## config.mk

```make
export PLATFORM = sky130hd
export DESIGN_NAME = jtag_shift_host
export DESIGN_NICKNAME = d
export VERILOG_FILES = /design/src/rtl/jt_pkg.sv /design/src/rtl/jt_tck_gen.sv /design/src/rtl/jt_sequencer.sv /design/src/rtl/jtag_shift_host.sv
export SDC_FILE = /design/constraint.sdc
export NUM_CORES = 1
export LEC_CHECK = 0
export BUFFER_PORTS_ARGS = -buffer_cell sky130_fd_sc_hd__buf_2
export CAP_MARGIN = 20
export CORE_UTILIZATION = 55
export CTS_BUF_LIST = sky130_fd_sc_hd__clkbuf_8
export CTS_CLUSTER_DIAMETER = 150
export CTS_CLUSTER_SIZE = 20
export DETAILED_ROUTE_END_ITERATION = 8
export PLACE_DENSITY = 0.76
export SLEW_MARGIN = 15
export SYNTH_ARGS = -nofsm -noshare
export SYNTH_HDL_FRONTEND = slang
export SYNTH_SLANG_ARGS = --single-unit
```

## constraint.sdc

```tcl
create_clock -name clk -period 2.8 [get_ports clk]
set_input_delay 0.14 -clock clk [delete_from_list [all_inputs] [get_ports clk]]
set_output_delay 0.14 -clock clk [all_outputs]
set_load 0.1 [all_outputs]
```

## src/rtl/jt_pkg.sv

```systemverilog
package jt_pkg;
    localparam int unsigned JT_MAX_LEN = 64;
    localparam int unsigned JT_LEN_W   = $clog2(JT_MAX_LEN);
    localparam int unsigned JT_PAT_W   = 6;
    localparam int unsigned JT_WCNT_W  = 3;

    typedef enum logic [1:0] {
        OP_RESET = 2'b00,
        OP_IR    = 2'b01,
        OP_DR    = 2'b10,
        OP_PROBE = 2'b11
    } jt_op_e;

    typedef enum logic [2:0] {
        PH_IDLE, PH_WALK, PH_SHIFT, PH_FILL, PH_SEEK, PH_RESP
    } jt_phase_e;

    // TMS walks, consumed LSB first
    localparam logic [JT_PAT_W-1:0]  PAT_TLR  = 6'b011111;
    localparam logic [JT_WCNT_W-1:0] CNT_TLR  = 3'd6;
    localparam logic [JT_PAT_W-1:0]  PAT_IRH  = 6'b000011;
    localparam logic [JT_WCNT_W-1:0] CNT_IRH  = 3'd4;
    localparam logic [JT_PAT_W-1:0]  PAT_DRH  = 6'b000001;
    localparam logic [JT_WCNT_W-1:0] CNT_DRH  = 3'd3;
    localparam logic [JT_PAT_W-1:0]  PAT_EXIT = 6'b000001;
    localparam logic [JT_WCNT_W-1:0] CNT_EXIT = 3'd2;

    typedef struct packed {
        jt_phase_e              ph;
        jt_phase_e              after;
        logic [JT_PAT_W-1:0]    pat;
        logic [JT_WCNT_W-1:0]   wcnt;
        logic [JT_LEN_W-1:0]    idx;
        logic [JT_LEN_W-1:0]    last;
        logic [JT_MAX_LEN-1:0]  sh;
        logic [JT_MAX_LEN-1:0]  cap;
        logic                   tms;
        logic                   tdi;
    } jt_state_s;
endpackage

```

## src/rtl/jt_tck_gen.sv

```systemverilog
module jt_tck_gen #(
    parameter int unsigned HALF_DIV = 4
) (
    input  logic clk,
    input  logic rst_n,
    input  logic run,
    output logic tck,
    output logic rise,
    output logic fall
);
    localparam int unsigned CNT_W = (HALF_DIV > 1) ? $clog2(HALF_DIV) : 1;
    localparam logic [CNT_W-1:0] CNT_TOP = CNT_W'(HALF_DIV - 1);

    typedef struct packed {
        logic [CNT_W-1:0] cnt;
        logic             tck;
    } gen_s;

    gen_s g_d, g_q;
    logic wrap;

    assign wrap = run && (g_q.cnt == CNT_TOP);

    always_comb begin
        g_d = g_q;
        if (!run) begin
            g_d.cnt = '0;
        end else if (wrap) begin
            g_d.cnt = '0;
            g_d.tck = !g_q.tck;
        end else begin
            g_d.cnt = g_q.cnt + 1'b1;
        end
    end

    always_ff @(posedge clk) begin
        if (!rst_n) g_q <= '0;
        else        g_q <= g_d;
    end

    assign tck  = g_q.tck;
    assign rise = wrap && !g_q.tck;
    assign fall = wrap && g_q.tck;
endmodule

```

## src/rtl/jt_sequencer.sv

```systemverilog
module jt_sequencer
    import jt_pkg::*;
#(
    parameter int unsigned FILL_ONES = 32
) (
    input  logic                  clk,
    input  logic                  rst_n,
    input  logic                  tck,
    input  logic                  rise,
    input  logic                  fall,
    input  logic                  tdo,
    input  logic                  cmd_valid,
    output logic                  cmd_ready,
    input  logic [1:0]            cmd_op,
    input  logic [JT_LEN_W-1:0]   cmd_len,
    input  logic [JT_MAX_LEN-1:0] cmd_data,
    output logic                  rsp_valid,
    input  logic                  rsp_ready,
    output logic [JT_MAX_LEN-1:0] rsp_data,
    output logic                  run,
    output logic                  tms,
    output logic                  tdi
);
    localparam logic [JT_LEN_W-1:0] FILL_TOP = JT_LEN_W'(FILL_ONES - 1);
    localparam logic [JT_LEN_W-1:0] SEEK_TOP = JT_LEN_W'(JT_MAX_LEN - 1);

    jt_state_s s_d, s_q;
    logic      accept;

    // TMS/TDI to present for the coming TCK cycle
    function automatic logic [1:0] pin_bits(jt_state_s s);
        case (s.ph)
            PH_WALK:  pin_bits = {s.pat[0], 1'b0};
            PH_SHIFT: pin_bits = {(s.idx == s.last), s.sh[0]};
            PH_FILL:  pin_bits = 2'b01;
            default:  pin_bits = 2'b00;
        endcase
    endfunction

    assign cmd_ready = (s_q.ph == PH_IDLE) && !tck;
    assign accept    = cmd_valid && cmd_ready;
    assign run       = ((s_q.ph != PH_IDLE) && (s_q.ph != PH_RESP)) || tck;

    always_comb begin
        s_d = s_q;
        unique case (s_q.ph)
            PH_IDLE: begin
                if (accept) begin
                    s_d.cap  = '0;
                    s_d.sh   = cmd_data;
                    s_d.last = cmd_len;
                    s_d.idx  = '0;
                    s_d.ph   = PH_WALK;
                    unique case (jt_op_e'(cmd_op))
                        OP_RESET: begin
                            s_d.pat = PAT_TLR;  s_d.wcnt = CNT_TLR;  s_d.after = PH_RESP;
                        end
                        OP_IR: begin
                            s_d.pat = PAT_IRH;  s_d.wcnt = CNT_IRH;  s_d.after = PH_SHIFT;
                        end
                        OP_DR: begin
                            s_d.pat = PAT_DRH;  s_d.wcnt = CNT_DRH;  s_d.after = PH_SHIFT;
                        end
                        default: begin
                            s_d.pat = PAT_IRH;  s_d.wcnt = CNT_IRH;  s_d.after = PH_FILL;
                        end
                    endcase
                end
            end
            PH_WALK: begin
                if (rise) begin
                    if (s_q.wcnt == JT_WCNT_W'(1)) begin
                        s_d.ph = s_q.after;
                    end else begin
                        s_d.wcnt = s_q.wcnt - 1'b1;
                        s_d.pat  = s_q.pat >> 1;
                    end
                end
            end
            PH_SHIFT: begin
                if (rise) begin
                    s_d.cap[s_q.idx] = tdo;
                    s_d.sh = s_q.sh >> 1;
                    if (s_q.idx == s_q.last) begin
                        s_d.ph = PH_WALK;  s_d.pat = PAT_EXIT;
                        s_d.wcnt = CNT_EXIT;  s_d.after = PH_RESP;
                    end else begin
                        s_d.idx = s_q.idx + 1'b1;
                    end
                end
            end
            PH_FILL: begin
                if (rise) begin
                    if (s_q.idx == FILL_TOP) begin
                        s_d.idx = '0;
                        s_d.ph  = PH_SEEK;
                    end else begin
                        s_d.idx = s_q.idx + 1'b1;
                    end
                end
            end
            PH_SEEK: begin
                if (rise) begin
                    if (!tdo || (s_q.idx == SEEK_TOP)) begin
                        s_d.cap  = tdo ? '0 : JT_MAX_LEN'(s_q.idx);
                        s_d.ph   = PH_WALK;  s_d.pat = PAT_TLR;
                        s_d.wcnt = CNT_TLR;  s_d.after = PH_RESP;
                    end else begin
                        s_d.idx = s_q.idx + 1'b1;
                    end
                end
            end
            PH_RESP: begin
                if (rsp_ready) s_d.ph = PH_IDLE;
            end
            default: s_d.ph = PH_IDLE;
        endcase
        if (accept || fall) begin
            {s_d.tms, s_d.tdi} = pin_bits(s_d);
        end
    end

    always_ff @(posedge clk) begin
        if (!rst_n) s_q <= '0;
        else        s_q <= s_d;
    end

    assign rsp_valid = (s_q.ph == PH_RESP);
    assign rsp_data  = s_q.cap;
    assign tms       = s_q.tms;
    assign tdi       = s_q.tdi;
endmodule

```

## src/rtl/jtag_shift_host.sv

```systemverilog
module jtag_shift_host
    import jt_pkg::*;
#(
    parameter int unsigned HALF_DIV  = 4,
    parameter int unsigned FILL_ONES = 32
) (
    input  logic                  clk,
    input  logic                  rst_n,
    input  logic                  cmd_valid,
    output logic                  cmd_ready,
    input  logic [1:0]            cmd_op,
    input  logic [JT_LEN_W-1:0]   cmd_len,
    input  logic [JT_MAX_LEN-1:0] cmd_data,
    output logic                  rsp_valid,
    input  logic                  rsp_ready,
    output logic [JT_MAX_LEN-1:0] rsp_data,
    output logic                  jtck,
    output logic                  jtms,
    output logic                  jtdi,
    input  logic                  jtdo,
    output logic                  jtrst_n
);
    logic run, rise, fall;

    jt_tck_gen #(.HALF_DIV(HALF_DIV)) u_gen (
        .clk  (clk),
        .rst_n(rst_n),
        .run  (run),
        .tck  (jtck),
        .rise (rise),
        .fall (fall)
    );

    jt_sequencer #(.FILL_ONES(FILL_ONES)) u_seq (
        .clk      (clk),
        .rst_n    (rst_n),
        .tck      (jtck),
        .rise     (rise),
        .fall     (fall),
        .tdo      (jtdo),
        .cmd_valid(cmd_valid),
        .cmd_ready(cmd_ready),
        .cmd_op   (cmd_op),
        .cmd_len  (cmd_len),
        .cmd_data (cmd_data),
        .rsp_valid(rsp_valid),
        .rsp_ready(rsp_ready),
        .rsp_data (rsp_data),
        .run      (run),
        .tms      (jtms),
        .tdi      (jtdi)
    );

    assign jtrst_n = 1'b1;
endmodule

```

Word-level counts from Yosys, hierarchy flattened
Cells that the tools add are included.

storage, ports and cells
  register bits after elaboration = 160
  bits of input ports = 77
  output and inout port bits = 70
  logic and storage cells = 101

operators by class
  $add $sub $neg = 3
  order comparisons = 2
  equal/unequal tests = 24
  muxes and demuxes = 32
  bitwise logic cells = 2
  reduce and logical (&&, ||, !) cells = 24

operators with widths
  cell                 count
  $pmux 64 s3          1
  $mux 155             1
  $mux 128             1
  $mux 64              2
  $pmux 64 s2          1
  $bwmux 64            1
  $mux 21              2
  $mux 6               6
  $pmux 12 s3          1
  $pmux 9 s4           1
  $mux 15              2
  $pmux 6 s4           1
  $mux 9               2
  $pmux 3 s6           1
  $mux 3               5
  $eq 3x2->1 const B   4
  $eq 6x6->1           2
  $eq 3x1->1 const B   3
  $pmux 3 s3           1
  $ne 2x2->1 const B   4
  $reduce_and 8->1     1
  $logic_and 1x1->1    7
  $lt 6x7->1 const B   1
  $add 6x1->6 const B  1
  other kinds (26)     35

Longest topological paths before layout
  word-level depth = 9
  gate-level depth with buffers = 11
  gate-level depth less buffers = 10

Modules after synthesis
Synthesis repeated with hierarchy kept, for this count alone.

unflattened totals
  cells, all modules = 954
  area, all modules = 8057.7 µm²

modules (own cells, without submodules)
  module           times used  cells each  area each (µm²)  sequential area each (µm²)
  jt_sequencer     1           939         7922.6           3123.0
  jt_tck_gen       1           13          123.9            60.1
  jtag_shift_host  1           2           11.3             0.0

Worst setup path after synthesis
OpenSTA, ideal clock, no wires.

  path kind = register to register
  from = register u_gen.g_q, in the netlist u_gen.tck
  to = register u_seq.s_q, in the netlist u_seq.tms
  setup time = 0.096 ns
  data arrival time = 3.608 ns
  required time = 2.704 ns
  path slack = -0.904 ns
  stages on the path, launching flop included = 10
  path buffers = 1
  period minus slack after synthesis = 3.704 ns
  cells stage by stage = dfxtp_1 > nor4_4 > and2_1 > buf_6 > mux2i_2 > a22o_1 > a32o_1 > a2111oi_2 > nand4_1 > o41ai_2

on the way
  cells in the longest elaborated chain, start to end = 7
  elaborated cells between the ends (all ways) = 24
  classes of those cells = eq/ne (4); mux (12); reduce/logical (8)

RTL lines
  element                             line                   source
  start, declared                     jt_tck_gen.sv:19       gen_s g_d, g_q;
  start signal, assigned              jt_tck_gen.sv:38       else g_q <= g_d;
  $logic_not 1->1 *                   jt_sequencer.sv:40     assign cmd_ready = (s_q.ph == PH_IDLE) && !tck;
  $logic_and 1x1->1 *                 jt_sequencer.sv:40
  via cmd_ready                       jtag_shift_host.sv:10  output logic cmd_ready,
  $logic_and 1x1->1 *                 jt_sequencer.sv:41     assign accept = cmd_valid && cmd_ready;
  $mux 155                            jt_sequencer.sv:48     if (accept) begin
  $pmux 6 s4 (tied with other cells)  jt_sequencer.sv:46     unique case (s_q.ph)
  $eq 6x6->1 (tied with other cells)  jt_sequencer.sv:34     PH_SHIFT: pin_bits = {(s.idx == s.last), s.sh[0]};
  $pmux 2 s3                          jt_sequencer.sv:32     case (s.ph)
  end signal, assigned                jt_sequencer.sv:124    if (!rst_n) s_q <= '0;
  end signal, assigned                jt_sequencer.sv:125    else s_q <= s_d;
  end, declared                       jt_sequencer.sv:27     jt_state_s s_d, s_q;

The timed path passes the listed nets; every way through them passes the cells marked *. The select of a mux whose other input is x is not followed.
A chain may end at the register's enable or synchronous reset.

Final worst setup path
  from = register u_seq.s_q[155] in the netlist's numbering
  to = register u_seq.s_q, in the netlist u_seq.rsp_data[40]

on the way
  cells in the longest elaborated chain, start to end = 7
  elaborated cells between the ends (all ways) = 18
  classes of those cells = eq/ne (7); mux (1); reduce/logical (10)

RTL lines
  element                                                 line                source
  $ne 3x3->1 / $reduce_bool 3->1 (equally long branches)  jt_sequencer.sv:42  assign run = ((s_q.ph != PH_IDLE) && (s_q.ph != PH_RESP)) || tck;
  $logic_and 1x1->1                                       jt_sequencer.sv:42
  $logic_or 1x1->1                                        jt_sequencer.sv:42
  $logic_and 1x1->1                                       jt_tck_gen.sv:22    assign wrap = run && (g_q.cnt == CNT_TOP);
  $logic_and 1x1->1                                       jt_tck_gen.sv:42    assign rise = wrap && !g_q.tck;
  $ne 2x2->1 (no source line)                             --
  $reduce_and 5->1 (no source line)                       --

Parallel ways exist; a longest one is shown, timed or not.

==> results by group <==
Outcome
  • Status: completed

CTS
  • CTS buffer count: 17
  • CTS tree: yes
  • Worst skew pair latency: approximately 0.46 ns
  • CTS H-tree lvls: 4
  • Sink Count: approximately 160
  • Clock slew at reported path FFs: around 0.090 ns
  • Bufs on Longest Clock Path: 2
  • CTS root buffer: clkbuf_8
  • Setup Buffers After CTS: 0

Power and ir drop
  • Peak supply drop: 0.000324 V
  • Pwr per Cell Area: roughly 500 nW/um^2
  • Leak: roughly 3.7 nW

Worst setup path
  • CP max FO: 14
  • Arr. time, crit path: about 3 ns
  • Critical path endpoint: u_seq.rsp_data[40]
  • Crit end category: flop
  • Launch point of the critical path: u_seq.s_q[155]
  • R2R setup slack: ~0.24 ns
  • Kind of critical path: flop to flop
  • R2R cell count: 8
  • FF-to-FF Start: u_seq.s_q[155]
  • Capture point of the worst reg-to-reg path: u_seq.rsp_data[40]
  • Crit path launch type: flop
  • Required @ worst endpoint: about 3.2 ns

Placed design
  • Post-placement cell count: about 1200
  • PortBufs: 145
  • Setup WS pre-CTS: roughly 0.27 ns
  • GP Congestion: about 0.93
  • Post-DP HPWL: between 10000 and 15000 um

Timing
  • Setup WS post-layout: about 0.24 ns
  • Endpoints failing setup: 0
  • RSZ-0062 raised after global routing: false
  • Hold Fails Final Rpt: 0
  • Max Fclk: 390 MHz
  • Fin crit period: ~2.6 ns
  • Setup TNS: 0 ns
  • Worst slew margin: 55.3%
  • Tightest Pin Transition: 0.671 ns
  • Pins Over Slew Limit: 0
  • Worst clock skew: 0.0158 ns
  • Final period util: slightly above 90%

Synth
  • Unique masters post-synth: 60
  • Prevailing post-synth register cell: dfxtp_1
  • Synthesized Nets: ~1100
  • Synth warn: 0
  • Sequential-to-total area share from yosys stat: about 41%
  • Area contributors post-synth: dfxtp_1 (41%), a21oi_1 (9.3%), nand2_1 (8.7%)
  • Post-synth EDFFs: 0
  • Synthesized area: 7780 sq um
  • Most frequent cell after synthesis: nand2_1
  • Ys async rst share: 0%
  • Cells after synthesis: ~1000
  • Synth top cells by count: nand2_1 (181), dfxtp_1 (159), a21oi_1 (144)
  • Mapped Avg Cell Area: ~8 sq um
  • #FFs+latches synth: roughly 160
  • Area leader, netlist: dfxtp_1
  • Share of the synthesized area in the top cell type: about two fifths

Layout
  • Ant diodes: 0
  • NumNets Final: around 1200
  • Ratio of cells with drive above 1 in the final layout: roughly 22%
  • FILL cells: between 1000 and 1500
  • Post-route insts no fill: 1324
  • Layout area overhead: 21.7%
  • Multi-input logic area: 3880 sq um
  • FF+latch area: 3190 sq um

Floorplanning
  • Starting Density: between 50% and 60%
  • Row cnt: between 40 and 50
  • Ports: ~150
  • Die footprint: 14600 sq um
  • Core Footprint: around 14000 sq um
  • DIE WIDTH: 121 um
  • Die Ht: between 100 and 150 um

Route
  • Vias per cell: ~5.7
  • DR iter-0 viols: between 700 and 800
  • DR vias: 7557
  • Wirelength, routed: approximately 21000 um
  • DR pass1 iterations: 5
  • Antenna Nets Post-Route: 0
  • # DRC: 0
  • Routed WL per cell: roughly 16 um

GRT
  • Initial antenna violation count: 0
  • First-pass GRT wire length: ~34000 um
  • Pin count of the biggest net entering global routing: 64
  • Vias in the first global route: roughly 7000
  • GRT Residual Overflow: 0
  • Tot GR Track Use: 29.2%

Min path
  • Beginning of the worst hold path: cmd_len[3]
  • Worst min-delay path category: input port to flop

Run
  • # Max-Cap Violations: 0
[per-stage QoR]
stage          util (%)  total power, mW  hold slack, ns  instance area [sq um]
2_1_floorplan         -             2.87           0.262                   8070
3_3_place_gp       60.6             2.99           0.397                   8390
3_5_place_dp       60.6             2.99           0.412                   8390
4_1_cts            68.4             4.71         0.00971                   9450
5_1_grt            68.4             4.90          0.0331                   9460
6_report           68.4             4.71          0.0373                   9460
[routing by layer]
metal  global-route usage [%]  vias to the layer above  part of all wire (%)
met4                     12.8                        0                   2.8
li1                         -                     3677                     -
met2                     47.2                      302                    48
met3                     5.87                       54                   5.9
met5                        0                        -                     0
met1                     37.5                     3524                    44
[logic make-up after synthesis]
family	count (synthesis)	synth area share [%]
other	1	0.0482
and+or+nand+nor	362	20.9
muxes	13	1.72
AOI/OAI and AO/OA	286	22.3
xor gates and xnor gates	14	1.58
buffers and inverters	158	11.2
DFF	159	40.9
adders and majority gates	8	1.29
[critical path: stages, from the launching register on]
cell and delay [ns]:
dfxtp_1 0.65, nand3b_1 0.26, a21boi_1 0.21, o32a_1 0.24, or2_1 0.42, nor4_4 0.20
buf_4 0.24, nand3_1 0.09, a21oi_1 0.18
[state kept, by name, summed over array words and instances, names as in the netlist]
register,count
u_gen.g_q,2
u_seq.tdi,1
u_seq.s_q,90
u_seq.tms,1
u_seq.rsp_data,64
u_gen.tck,1
[layout make-up]
cell class | count | share of cell area (%)
inverters | 14 | 0.555
clock buffers | 17 | 2.47
multi-input cells | 684 | 41.0
clock inverters | 14 | 1.49
flip-flops and latches | 159 | 33.7
repair buffers | 256 | 18.4
well taps | 180 | 2.38
[report_power, final]
part | switching [mW] | leakage (nW) | internal [mW]
Sequential | 0.0575 | 1.30 | 2.35
Combinational | 0.378 | 2.21 | 0.260
Clock | 0.880 | 0.201 | 0.789
[worst min-delay path by stage]
stage | endpoint | cells past startpoint
after global placement | u_seq.s_q[129] | 3
after CTS | u_seq.s_q[133] | 3
final | u_seq.s_q[133] | 3
after detailed placement | u_seq.s_q[129] | 3
after floorplan | u_seq.s_q[138] | 1
after global routing | u_seq.s_q[133] | 3
[cell usage in the layout, fill, tap and decap left out, types with 17 or more instances in the layout]
cell type / count
nand2_1: 180
dfxtp_1: 157
buf_2: 145
a21oi_1: 132
dlygate4sd3_1: 69
a22oi_1: 65
nand3_1: 57
nor2_1: 55
buf_4: 41
o21ai_0: 29
clkbuf_8: 17
[timing repair]
action / 4_1_cts / 5_1_grt
gates resized for setup: 0 / 3
hold buffers: 69 / 0
setup endpoints to repair: 0 / 1
hold endpoints to repair: 69 / 0
Note: power is estimated with default switching activity, not from simulation.
